File: config.mk
export PLATFORM = sky130hd
export DESIGN_NAME = coh_snoop_ctrl
export DESIGN_NICKNAME = d
export VERILOG_FILES = /design/src/rtl/coh_pkg.sv /design/src/rtl/coh_tag_array.sv /design/src/rtl/coh_snoop_unit.sv /design/src/rtl/coh_req_unit.sv /design/src/rtl/coh_snoop_ctrl.sv
export SDC_FILE = /design/constraint.sdc
export NUM_CORES = 1
export LEC_CHECK = 0
export ABC_AREA = 1
export BUFFER_PORTS_ARGS = -buffer_cell sky130_fd_sc_hd__buf_2
export CAP_MARGIN = 20
export CORE_ASPECT_RATIO = 0.8
export CORE_MARGIN = 4
export CORE_UTILIZATION = 51
export DETAILED_ROUTE_END_ITERATION = 7
export PLACE_DENSITY = 0.74
export SYNTH_ARGS = -nofsm -noshare
export SYNTH_HDL_FRONTEND = slang
export SYNTH_HIERARCHICAL = 1
export SYNTH_SLANG_ARGS = --single-unit
File: constraint.sdc
create_clock -name clk -period 6.1 [get_ports clk]
set_clock_uncertainty 0.15 [all_clocks]
set_input_delay 0 -clock clk [delete_from_list [all_inputs] [get_ports clk]]
set_output_delay 0 -clock clk [all_outputs]
set_load 0.02 [all_outputs]
File: src/rtl/coh_pkg.sv
package coh_pkg;

  typedef enum logic [1:0] {
    LN_INV = 2'd0,
    LN_SHR = 2'd1,
    LN_EXC = 2'd2
  } line_st_t;

  typedef enum logic [1:0] {
    BC_NONE = 2'd0,
    BC_RD   = 2'd1,
    BC_RDX  = 2'd2,
    BC_WB   = 2'd3
  } bus_cmd_t;

  // Local access that needs no bus traffic at all.
  function automatic logic quiet_hit(line_st_t st, logic tag_eq, logic wr);
    return tag_eq && ((st == LN_EXC) || ((st == LN_SHR) && !wr));
  endfunction

  // The indexed line holds a different, dirty block that must leave first.
  function automatic logic dirty_victim(line_st_t st, logic tag_eq);
    return !tag_eq && (st == LN_EXC);
  endfunction

  function automatic bus_cmd_t fill_cmd(logic wr);
    return wr ? BC_RDX : BC_RD;
  endfunction

  function automatic line_st_t fill_state(logic wr);
    return wr ? LN_EXC : LN_SHR;
  endfunction

  // State of a matching line after another cache's transaction.
  function automatic line_st_t snoop_next(line_st_t st, bus_cmd_t cmd);
    line_st_t nx;
    nx = st;
    if (cmd == BC_RD && st == LN_EXC) nx = LN_SHR;
    else if (cmd == BC_RDX)           nx = LN_INV;
    return nx;
  endfunction

endpackage

File: src/rtl/coh_tag_array.sv
module coh_tag_array import coh_pkg::*; #(
  parameter int IDX_W = 2,
  parameter int TAG_W = 6
) (
  input  logic             clk,
  input  logic             rst_n,
  input  logic [IDX_W-1:0] a_idx,
  output logic [TAG_W-1:0] a_tag,
  output line_st_t         a_st,
  input  logic [IDX_W-1:0] b_idx,
  output logic [TAG_W-1:0] b_tag,
  output line_st_t         b_st,
  input  logic             loc_we,
  input  logic [IDX_W-1:0] loc_idx,
  input  logic [TAG_W-1:0] loc_tag,
  input  line_st_t         loc_st,
  input  logic             snp_we,
  input  logic [IDX_W-1:0] snp_idx,
  input  line_st_t         snp_st
);
  localparam int LINES = 1 << IDX_W;

  logic [TAG_W-1:0] tag_q [LINES];
  line_st_t         st_q  [LINES];

  always_ff @(posedge clk or negedge rst_n) begin
    if (!rst_n) begin
      for (int i = 0; i < LINES; i++) begin
        tag_q[i] <= '0;
        st_q[i]  <= LN_INV;
      end
    end else begin
      if (loc_we) begin
        tag_q[loc_idx] <= loc_tag;
        st_q[loc_idx]  <= loc_st;
      end
      if (snp_we) st_q[snp_idx] <= snp_st;
    end
  end

  assign a_tag = tag_q[a_idx];
  assign a_st  = st_q[a_idx];
  assign b_tag = tag_q[b_idx];
  assign b_st  = st_q[b_idx];

  AST_ONE_WRITER: assert property (@(posedge clk) disable iff (!rst_n)
    !(loc_we && snp_we));

endmodule

File: src/rtl/coh_snoop_unit.sv
module coh_snoop_unit import coh_pkg::*; #(
  parameter int TAG_W = 6
) (
  input  logic             clk,
  input  logic             rst_n,
  input  logic             snp_valid,
  input  bus_cmd_t         snp_cmd,
  input  logic [TAG_W-1:0] snp_tag,
  input  logic [TAG_W-1:0] line_tag,
  input  line_st_t         line_st,
  output logic             supply,
  output logic             abort_mem,
  output logic             wr_back,
  output logic             upd_we,
  output line_st_t         upd_st
);
  logic snp_match;
  logic was_dirty;

  assign snp_match = snp_valid && (line_st != LN_INV) && (line_tag == snp_tag);
  assign was_dirty = snp_match && (line_st == LN_EXC);

  assign supply    = was_dirty && (snp_cmd == BC_RD);
  assign wr_back   = was_dirty && (snp_cmd == BC_RDX);
  assign abort_mem = supply || wr_back;

  assign upd_st = snoop_next(line_st, snp_cmd);
  assign upd_we = snp_match && (upd_st != line_st);

  AST_SUPPLY_ABORTS: assert property (@(posedge clk) disable iff (!rst_n)
    supply |-> abort_mem);
  AST_SNOOP_ONE_ACTION: assert property (@(posedge clk) disable iff (!rst_n)
    $onehot0({supply, wr_back}));
  AST_SNOOP_OUT_NEEDS_VALID: assert property (@(posedge clk) disable iff (!rst_n)
    (supply || abort_mem || wr_back || upd_we) |-> snp_valid);

endmodule

File: src/rtl/coh_req_unit.sv
module coh_req_unit import coh_pkg::*; #(
  parameter int ADDR_W = 8,
  parameter int IDX_W  = 2
) (
  input  logic              clk,
  input  logic              rst_n,
  input  logic              req_valid,
  input  logic              req_write,
  input  logic [ADDR_W-1:0] req_addr,
  input  logic [ADDR_W-IDX_W-1:0] line_tag,
  input  line_st_t          line_st,
  input  logic              snp_valid,
  input  logic              bus_gnt,
  output logic              req_ready,
  output logic              bus_req,
  output logic              bus_lock,
  output bus_cmd_t          bus_cmd,
  output logic [ADDR_W-1:0] bus_addr,
  output logic              loc_we,
  output logic [IDX_W-1:0]  loc_idx,
  output logic [ADDR_W-IDX_W-1:0] loc_tag,
  output line_st_t          loc_st
);
  localparam int TAG_W = ADDR_W - IDX_W;

  logic [IDX_W-1:0] req_idx;
  logic [TAG_W-1:0] req_tag;
  logic tag_eq, quiet, dirty, need_bus, granted;
  logic wb_step, fill_step;
  logic hold_q;

  assign req_idx = req_addr[IDX_W-1:0];
  assign req_tag = req_addr[ADDR_W-1:IDX_W];
  assign tag_eq  = (line_tag == req_tag);
  assign quiet   = quiet_hit(line_st, tag_eq, req_write);
  assign dirty   = dirty_victim(line_st, tag_eq);

  // Plan is recomputed every cycle from the live line state, so a
  // snoop that changed the line simply yields a different command.
  assign need_bus = req_valid && !quiet;
  assign bus_req  = need_bus;
  assign bus_cmd  = !need_bus ? BC_NONE : (dirty ? BC_WB : fill_cmd(req_write));
  assign bus_addr = dirty ? {line_tag, req_idx} : req_addr;

  assign granted   = need_bus && bus_gnt && !snp_valid;
  assign wb_step   = granted && dirty;
  assign fill_step = granted && !dirty;

  assign req_ready = req_valid && !snp_valid && (quiet || fill_step);

  assign loc_we  = wb_step || fill_step;
  assign loc_idx = req_idx;
  assign loc_tag = wb_step ? line_tag : req_tag;
  assign loc_st  = wb_step ? LN_INV : fill_state(req_write);

  always_ff @(posedge clk or negedge rst_n) begin
    if (!rst_n)                       hold_q <= 1'b0;
    else if (fill_step || !req_valid) hold_q <= 1'b0;
    else if (wb_step)                 hold_q <= 1'b1;
  end

  assign bus_lock = hold_q;

  AST_READY_NEEDS_GRANT: assert property (@(posedge clk) disable iff (!rst_n)
    (req_ready && bus_req) |-> bus_gnt);
  AST_SNOOP_BLOCKS_READY: assert property (@(posedge clk) disable iff (!rst_n)
    snp_valid |-> !req_ready);
  AST_WB_HOLDS_BUS: assert property (@(posedge clk) disable iff (!rst_n)
    (wb_step && $stable(req_addr)) |=> (!req_valid || (bus_lock && bus_req)));
  AST_LOCK_NEXT_IS_FILL: assert property (@(posedge clk) disable iff (!rst_n)
    (bus_lock && bus_req) |-> (bus_cmd != BC_WB));
  AST_STALL_STEADY: assert property (@(posedge clk) disable iff (!rst_n)
    (bus_req && !bus_gnt && !snp_valid) |=>
      (!req_valid || !$stable(req_addr) || !$stable(req_write) || $stable(bus_cmd)));

endmodule

File: src/rtl/coh_snoop_ctrl.sv
module coh_snoop_ctrl import coh_pkg::*; #(
  parameter int ADDR_W = 8,
  parameter int IDX_W  = 2
) (
  input  logic              clk,
  input  logic              rst_n,
  input  logic              req_valid,
  input  logic              req_write,
  input  logic [ADDR_W-1:0] req_addr,
  output logic              req_ready,
  output logic              bus_req,
  output logic              bus_lock,
  input  logic              bus_gnt,
  output logic [1:0]        bus_cmd,
  output logic [ADDR_W-1:0] bus_addr,
  input  logic              snp_valid,
  input  logic [1:0]        snp_cmd,
  input  logic [ADDR_W-1:0] snp_addr,
  output logic              snp_supply,
  output logic              snp_abort,
  output logic              snp_wb
);
  localparam int TAG_W = ADDR_W - IDX_W;

  logic [TAG_W-1:0] a_tag, b_tag, loc_tag;
  line_st_t         a_st, b_st, loc_st, snp_st;
  logic             loc_we, snp_we;
  logic [IDX_W-1:0] loc_idx;
  bus_cmd_t         cmd_int;

  coh_tag_array #(.IDX_W(IDX_W), .TAG_W(TAG_W)) u_array (
    .clk(clk), .rst_n(rst_n),
    .a_idx(req_addr[IDX_W-1:0]), .a_tag(a_tag), .a_st(a_st),
    .b_idx(snp_addr[IDX_W-1:0]), .b_tag(b_tag), .b_st(b_st),
    .loc_we(loc_we), .loc_idx(loc_idx), .loc_tag(loc_tag), .loc_st(loc_st),
    .snp_we(snp_we), .snp_idx(snp_addr[IDX_W-1:0]), .snp_st(snp_st)
  );

  coh_snoop_unit #(.TAG_W(TAG_W)) u_snoop (
    .clk(clk), .rst_n(rst_n),
    .snp_valid(snp_valid), .snp_cmd(bus_cmd_t'(snp_cmd)),
    .snp_tag(snp_addr[ADDR_W-1:IDX_W]),
    .line_tag(b_tag), .line_st(b_st),
    .supply(snp_supply), .abort_mem(snp_abort), .wr_back(snp_wb),
    .upd_we(snp_we), .upd_st(snp_st)
  );

  coh_req_unit #(.ADDR_W(ADDR_W), .IDX_W(IDX_W)) u_req (
    .clk(clk), .rst_n(rst_n),
    .req_valid(req_valid), .req_write(req_write), .req_addr(req_addr),
    .line_tag(a_tag), .line_st(a_st),
    .snp_valid(snp_valid), .bus_gnt(bus_gnt),
    .req_ready(req_ready), .bus_req(bus_req), .bus_lock(bus_lock),
    .bus_cmd(cmd_int), .bus_addr(bus_addr),
    .loc_we(loc_we), .loc_idx(loc_idx), .loc_tag(loc_tag), .loc_st(loc_st)
  );

  assign bus_cmd = cmd_int;

endmodule

==> flow_metrics.env, run 1 <==
export IMPL_numCtsBuffers=5
export IMPL_cts_buffer_depth=2
export IMPL_syn_nets=442
export IMPL_syn_to_final_growth_pct=9.524
export IMPL_min_delay_start="bus_gnt"
export IMPL_synth_area_top_cells="dfrtp_1 31%, nand2_1 23%, inv_1 9.0%"
export IMPL_ys_top_cells_by_count="159 x nand2_1, 63 x inv_1, 33 x dfrtp_1"
export IMPL_path_clk_slew_ps=70
export IMPL_grt_pass1_wl_microns=11070
export IMPL_antenna_found_initial=0
export IMPL_dp_cells=500
export IMPL_tightest_slew_ps=743.2
export IMPL_drc=0
export IMPL_maxSlewViolCount=0
export IMPL_worstHoldPathCells=6
export IMPL_tns_ps=0
export IMPL_die_h_microns=72.20
export IMPL_setup_viol=0
export IMPL_multi_input_area_sq_um=1391
export IMPL_clock_sinks=33
export IMPL_fillCellCount=502
export IMPL_yosys_area_top_type="dfrtp_1"
export IMPL_synth_ff_type="dfrtp_1"
export IMPL_internal_power_w=0.0004553
export IMPL_post_dp_hpwl_microns=4907
export IMPL_coreArea_sq_um=5007
export IMPL_power_density_nw_per_um2=255.3
export IMPL_ys_warn_count=6
export IMPL_synthCells=418
export IMPL_grt_setup_unrepaired="no"
export IMPL_fin_cells=510
export IMPL_synth_cell_types=26
export IMPL_grt_overflow_total=0
export IMPL_cts_root_buffer="clkbuf_8"
export IMPL_drt_initial_drc_count=284
export IMPL_globalplace_congestion=0.8667
export IMPL_ys_seq_area_frac=0.3143
export IMPL_dieArea_sq_um=6372
export IMPL_max_vdd_ir_drop_mv=0.1679
export IMPL_sequentialPowerShare=0.400
export IMPL_vias=2589
export IMPL_hold_slack_ps=22.60
export IMPL_avgRoutedWirePerCell_microns=12.97
export IMPL_rrSetupSlack_ps=3710
export IMPL_seq_area_sq_um=825.8
export IMPL_p_switching_w=0.0002795
export IMPL_max_slew_margin=0.5045
export IMPL_initial_core_util=0.5247
export IMPL_io_pins=40
export IMPL_worstPathRequired_ps=6170
export IMPL_tritoncts="built"
export IMPL_worst_r2r_cell_count=15
export IMPL_synth_edf_count=0
export IMPL_min_period_ps=2393
export IMPL_crit_path_start_kind="flop"
export IMPL_clk_latency_ps=290
export IMPL_path_max_fanout=14
export IMPL_synth_seq_cells=33
export IMPL_die_x_microns=88.25
export IMPL_synth_most_common_cell="nand2_1"
export IMPL_drtAntennaViolNets=0
export IMPL_final_hold_viol_count=0
export IMPL_grt_max_degree=41
export IMPL_maxCapViolCount=0
export IMPL_critPathArrivalTime_ps=2460
export IMPL_comb_power_share=0.352
export IMPL_rows=23
export IMPL_pwr_share_clk=0.248
export IMPL_port_buffer_count=39
export IMPL_reg2reg_to="u_array/st_q[0]"
export IMPL_grt_pass1_vias=2360
export IMPL_drive_above_1_share=0.1786
export IMPL_grt_usage=0.2254
export IMPL_p_leak_nw=1.626
export IMPL_netlist_area_sq_um=2628
export IMPL_final_nets=471
export IMPL_cts_htree_levels=2
export IMPL_cts_setup_buffers=0
export IMPL_async_flop_share=1.000
export IMPL_post_synth_top_area_fraction=0.3143
export IMPL_max_freq_ghz=0.4178
export IMPL_dr_pass1_iters=6
export IMPL_hold_end="u_req/bus_lock"
export IMPL_vias_per_cell=5.076
export IMPL_crit_path_end_kind="flop"
export IMPL_p_sw_frac=0.3804
export IMPL_r2r_start="u_array/tag_q[16]"
export IMPL_drt_total_wl_microns=6614
export IMPL_n_antenna_cell=0
export IMPL_status="finished clean"
export IMPL_power_w=0.0007348
export IMPL_post_route_period_util=0.3924
export IMPL_critPathKind="reg2reg"
export IMPL_synth_avg_cell_area_sq_um=6.286
export IMPL_min_path_type="in2reg"
per-layer routing:
metal,part of all wire,GRT usage
met3,0.091,0.05108
met4,0.014,0.06208
met1,0.47,0.3250
met5,0,0
met2,0.43,0.3411
power groups by stage:
stage	logic [W]	clock network [W]	registers [W]
2_1_floorplan	0.000200	0	0.000289
3_5_place_dp	0.000257	0	0.000296
3_3_place_gp	0.000251	0	0.000295
5_1_grt	0.000300	0.000199	0.000299
6_report	0.000259	0.000182	0.000294
4_1_cts	0.000259	0.000188	0.000293
how the worst max path moves through the flow:
stage | from | end | slack [ps] | cells after the start
finish | u_array/tag_q[16] | u_array/st_q[0] | 3710 | 15
global placement | req_addr[0] | u_array/st_q[0] | 3640 | 15
floorplan | u_array/tag_q[21] | u_array/tag_q[11] | 4150 | 16
global route | u_array/tag_q[2] | u_array/st_q[2] | 3370 | 15
CTS | u_array/tag_q[16] | u_array/st_q[0] | 3720 | 15
detailed placement | req_addr[0] | u_array/st_q[0] | 3550 | 14
critical path, stage by stage, from the launching register on:
cell	delay, ps
dfrtp_1	410
nand2_1	70
o21ai_0	90
nand2_1	90
nand2_1	90
inv_2	90
nand2_1	70
nand2_2	80
nor2_4	50
nand4_1	130
nand2_1	90
inv_1	250
nand3_2	350
nand2_1	150
nand3_1	90
nand2_1	70
metrics by stage:
stage	utilization	area [sq um]	setup WS, ps
floorplan	-	2628	4153
global placement	0.5505	2756	3640
detailed placement	0.5505	2756	3550
CTS	0.5747	2878	3725
global route	0.5747	2878	3371
finish	0.5747	2878	3707
kinds of logic after synthesis:
kind of cell,Yosys count,share of synthesized area
flip-flops,33,0.3143
AND/OR/NAND/NOR,212,0.3476
XOR/XNOR,5,0.01667
buffers and inverters,90,0.1562
AO/OA/AOI/OAI,78,0.1652
cell type report:
cell class                 count  area share
clock buffer                   7     0.03348
sequential                    33      0.2870
clock inverter                 1    0.001739
inverter                      71     0.09261
multi-input combinational    295      0.4835
timing repair buffer          41     0.07478
tap                           62     0.02696
placed cells by master (no fill, tap or decap), drive strengths merged, types with 7 or more instances in the layout:
| cell type | n |
|---|---|
| dfrtp | 33 |
| o21ai | 67 |
| nand2 | 165 |
| inv | 71 |
| nand3 | 25 |
| a21oi | 7 |
| nor2 | 18 |
| buf | 39 |
| clkbuf | 7 |
registers in the layout, summed over array words and instances, names as in the netlist:
register / count
u_req/bus_lock: 1
u_array/st_q: 8
u_array/tag_q: 24
repair_timing:
action,CTS,global route
hold endpoints to repair,34,0
gates resized for setup,0,0
hold buffers,2,0
(Power assumes the default switching activity.)
==> inputs of run 2 (changes only) <==
Clock period 6.1 ns to 2.3 ns, I/O delays scaled along.
==> run 2 against run 1 <==
  * Power grew to 2.7 times the previous value
  * Critical path type is now reg2out
  * Global-route usage up 0.37 points
  * Register-to-register slack lost 3500 ps
  * Sequential share of layout area is 1.7 points lower
==> flow_metrics.env, run 2 (same netlist as run 1, synthesis figures left out) <==
export IMPL_power_w=0.001987
export IMPL_design_area_sq_um=3058
export IMPL_rrSetupSlack_ps=170
export IMPL_hold_slack_ps=41.13
export IMPL_status="finished clean"
export IMPL_die_h_microns=72.20
export IMPL_r2r_start="u_array/tag_q[7]"
export IMPL_drc=0
export IMPL_pwr_share_clk=0.236
export IMPL_post_dp_hpwl_microns=5150
export IMPL_max_vdd_ir_drop_mv=0.3580
export IMPL_dr_pass1_iters=5
export IMPL_grt_pass1_vias=2405
export IMPL_comb_power_share=0.374
export IMPL_dieArea_sq_um=6372
export IMPL_drive_above_1_share=0.2294
export IMPL_cts_buffer_depth=2
export IMPL_final_cell_mix="154 x nand2_1, 61 x inv_1, 39 x buf_2"
export IMPL_min_period_ps=2167
export IMPL_internal_power_w=0.001212
export IMPL_largest_reg_flops=24
export IMPL_rows=23
export IMPL_grt_max_degree=36
export IMPL_io_pins=40
export IMPL_drt_total_wl_microns=6841
export IMPL_worst_r2r_cell_count=17
export IMPL_final_common_cell="nand2_1"
export IMPL_max_slew_margin=0.4988
export IMPL_antenna_found_initial=0
export IMPL_cts_root_buffer="clkbuf_8"
export IMPL_avgRoutedWirePerCell_microns=13.06
export IMPL_min_path_type="in2reg"
export IMPL_clk_latency_ps=290
export IMPL_critPathArrivalTime_ps=2020
export IMPL_dp_cells=512
export IMPL_power_density_nw_per_um2=649.9
export IMPL_drt_initial_drc_count=248
export IMPL_coreArea_sq_um=5007
export IMPL_fin_cells=524
export IMPL_cp_endpoint="bus_addr[4]"
export IMPL_p_switching_w=0.0007758
export IMPL_path_max_fanout=15
export IMPL_p_sw_frac=0.3903
export IMPL_cts_htree_levels=2
export IMPL_port_buffer_count=39
export IMPL_vias_per_cell=5.134
export IMPL_crit_path_start_kind="flop"
export IMPL_top_register="u_array/tag_q"
export IMPL_initial_core_util=0.5247
export IMPL_n_antenna_cell=0
export IMPL_die_x_microns=88.25
export IMPL_crit_path_end_kind="primary output"
export IMPL_tightest_slew_ps=751.8
export IMPL_place_area_sq_um=2872
export IMPL_path_clk_slew_ps=80
export IMPL_syn_to_final_growth_pct=16.38
export IMPL_final_hold_viol_count=0
export IMPL_clock_sinks=33
export IMPL_final_nets=485
export IMPL_globalplace_congestion=0.8823
export IMPL_max_freq_ghz=0.4615
export IMPL_tritoncts="built"
export IMPL_drtAntennaViolNets=0
export IMPL_post_route_util=0.6107
export IMPL_crit_start="u_array/tag_q[7]"
export IMPL_worstPathRequired_ps=2150
export IMPL_p_leak_nw=1.699
export IMPL_setup_viol=0
export IMPL_grt_overflow_total=0
export IMPL_maxCapViolCount=0
export IMPL_maxSlewViolCount=0
export IMPL_sequentialPowerShare=0.390
export IMPL_numCtsBuffers=5
export IMPL_critPathKind="reg2out"
export IMPL_post_route_period_util=0.9422
export IMPL_reg2reg_to="u_array/st_q[2]"
export IMPL_grt_pass1_wl_microns=11430
export IMPL_vias=2690
export IMPL_grt_usage=0.2291
[run 2: power groups by stage]
stage	logic, W	clock network, W	registers, W
finish	0.000743	0.000469	0.000776
CTS	0.000709	0.000483	0.000773
global placement	0.000686	0	0.000780
global route	0.000847	0.000499	0.000790
detailed placement	0.000702	0	0.000785
floorplan	0.000530	0	0.000766
[run 2: final cells by class]
type,instances,area [sq um]
clock inverters,2,13.76
flip-flops and latches,33,825.8
inverters,71,269.0
clock buffers,6,82.58
fillers,468,1949
multi-input cells,295,1444
well taps,62,77.57
repair buffers,55,345.3
[run 2: repair_timing]
item,4_1_cts,5_1_grt
buffers inserted,0,2
hold buffers,2,0
endpoints found under the setup margin,0,42
hold endpoints to repair,34,0
gates resized for setup,0,21
[run 2: how the worst min path moves through the flow]
stage	startpoint	slack (ps)	depth (start not counted)	endpoint
2_1_floorplan	rst_n	-450	0	u_array/st_q[0]
3_3_place_gp	rst_n	-30	1	u_array/st_q[7]
3_5_place_dp	rst_n	-40	1	u_array/st_q[7]
4_1_cts	bus_gnt	5	6	u_req/bus_lock
5_1_grt	snp_addr[1]	60	4	u_array/st_q[1]
6_report	snp_addr[1]	40	4	u_array/st_q[0]
[run 2: worst max-delay path: stages (launching register included)]
cell and delay [ps]:
dfrtp_1 350, inv_1 50, o21ai_1 160, nand2_1 80, nand2_1 90, inv_1 70
nand2_1 60, nand2_1 80, nor2_4 130, nand3_4 110, nand2_4 170, nand2_1 70
o21ai_1 110, buf_2 190
[run 2: stage by stage]
stage          setup slack, ps  TNS, ps
6_report                 133.0        0
5_1_grt                 -15.12   -64.99
4_1_cts                  103.8        0
3_5_place_dp             51.56        0
3_3_place_gp             81.07        0
2_1_floorplan            352.7        0
[run 2: metal layers]
metal / up-vias / track usage / wire [microns] / part of all wire
met2: 114 / 0.3485 / 2867 / 0.42
li1: 1370 / - / - / -
met4: 0 / 0.05369 / 78 / 0.011
met1: 1198 / 0.3510 / 3337 / 0.49
met5: - / 0 / 0 / 0
met3: 8 / 0.02270 / 557 / 0.081
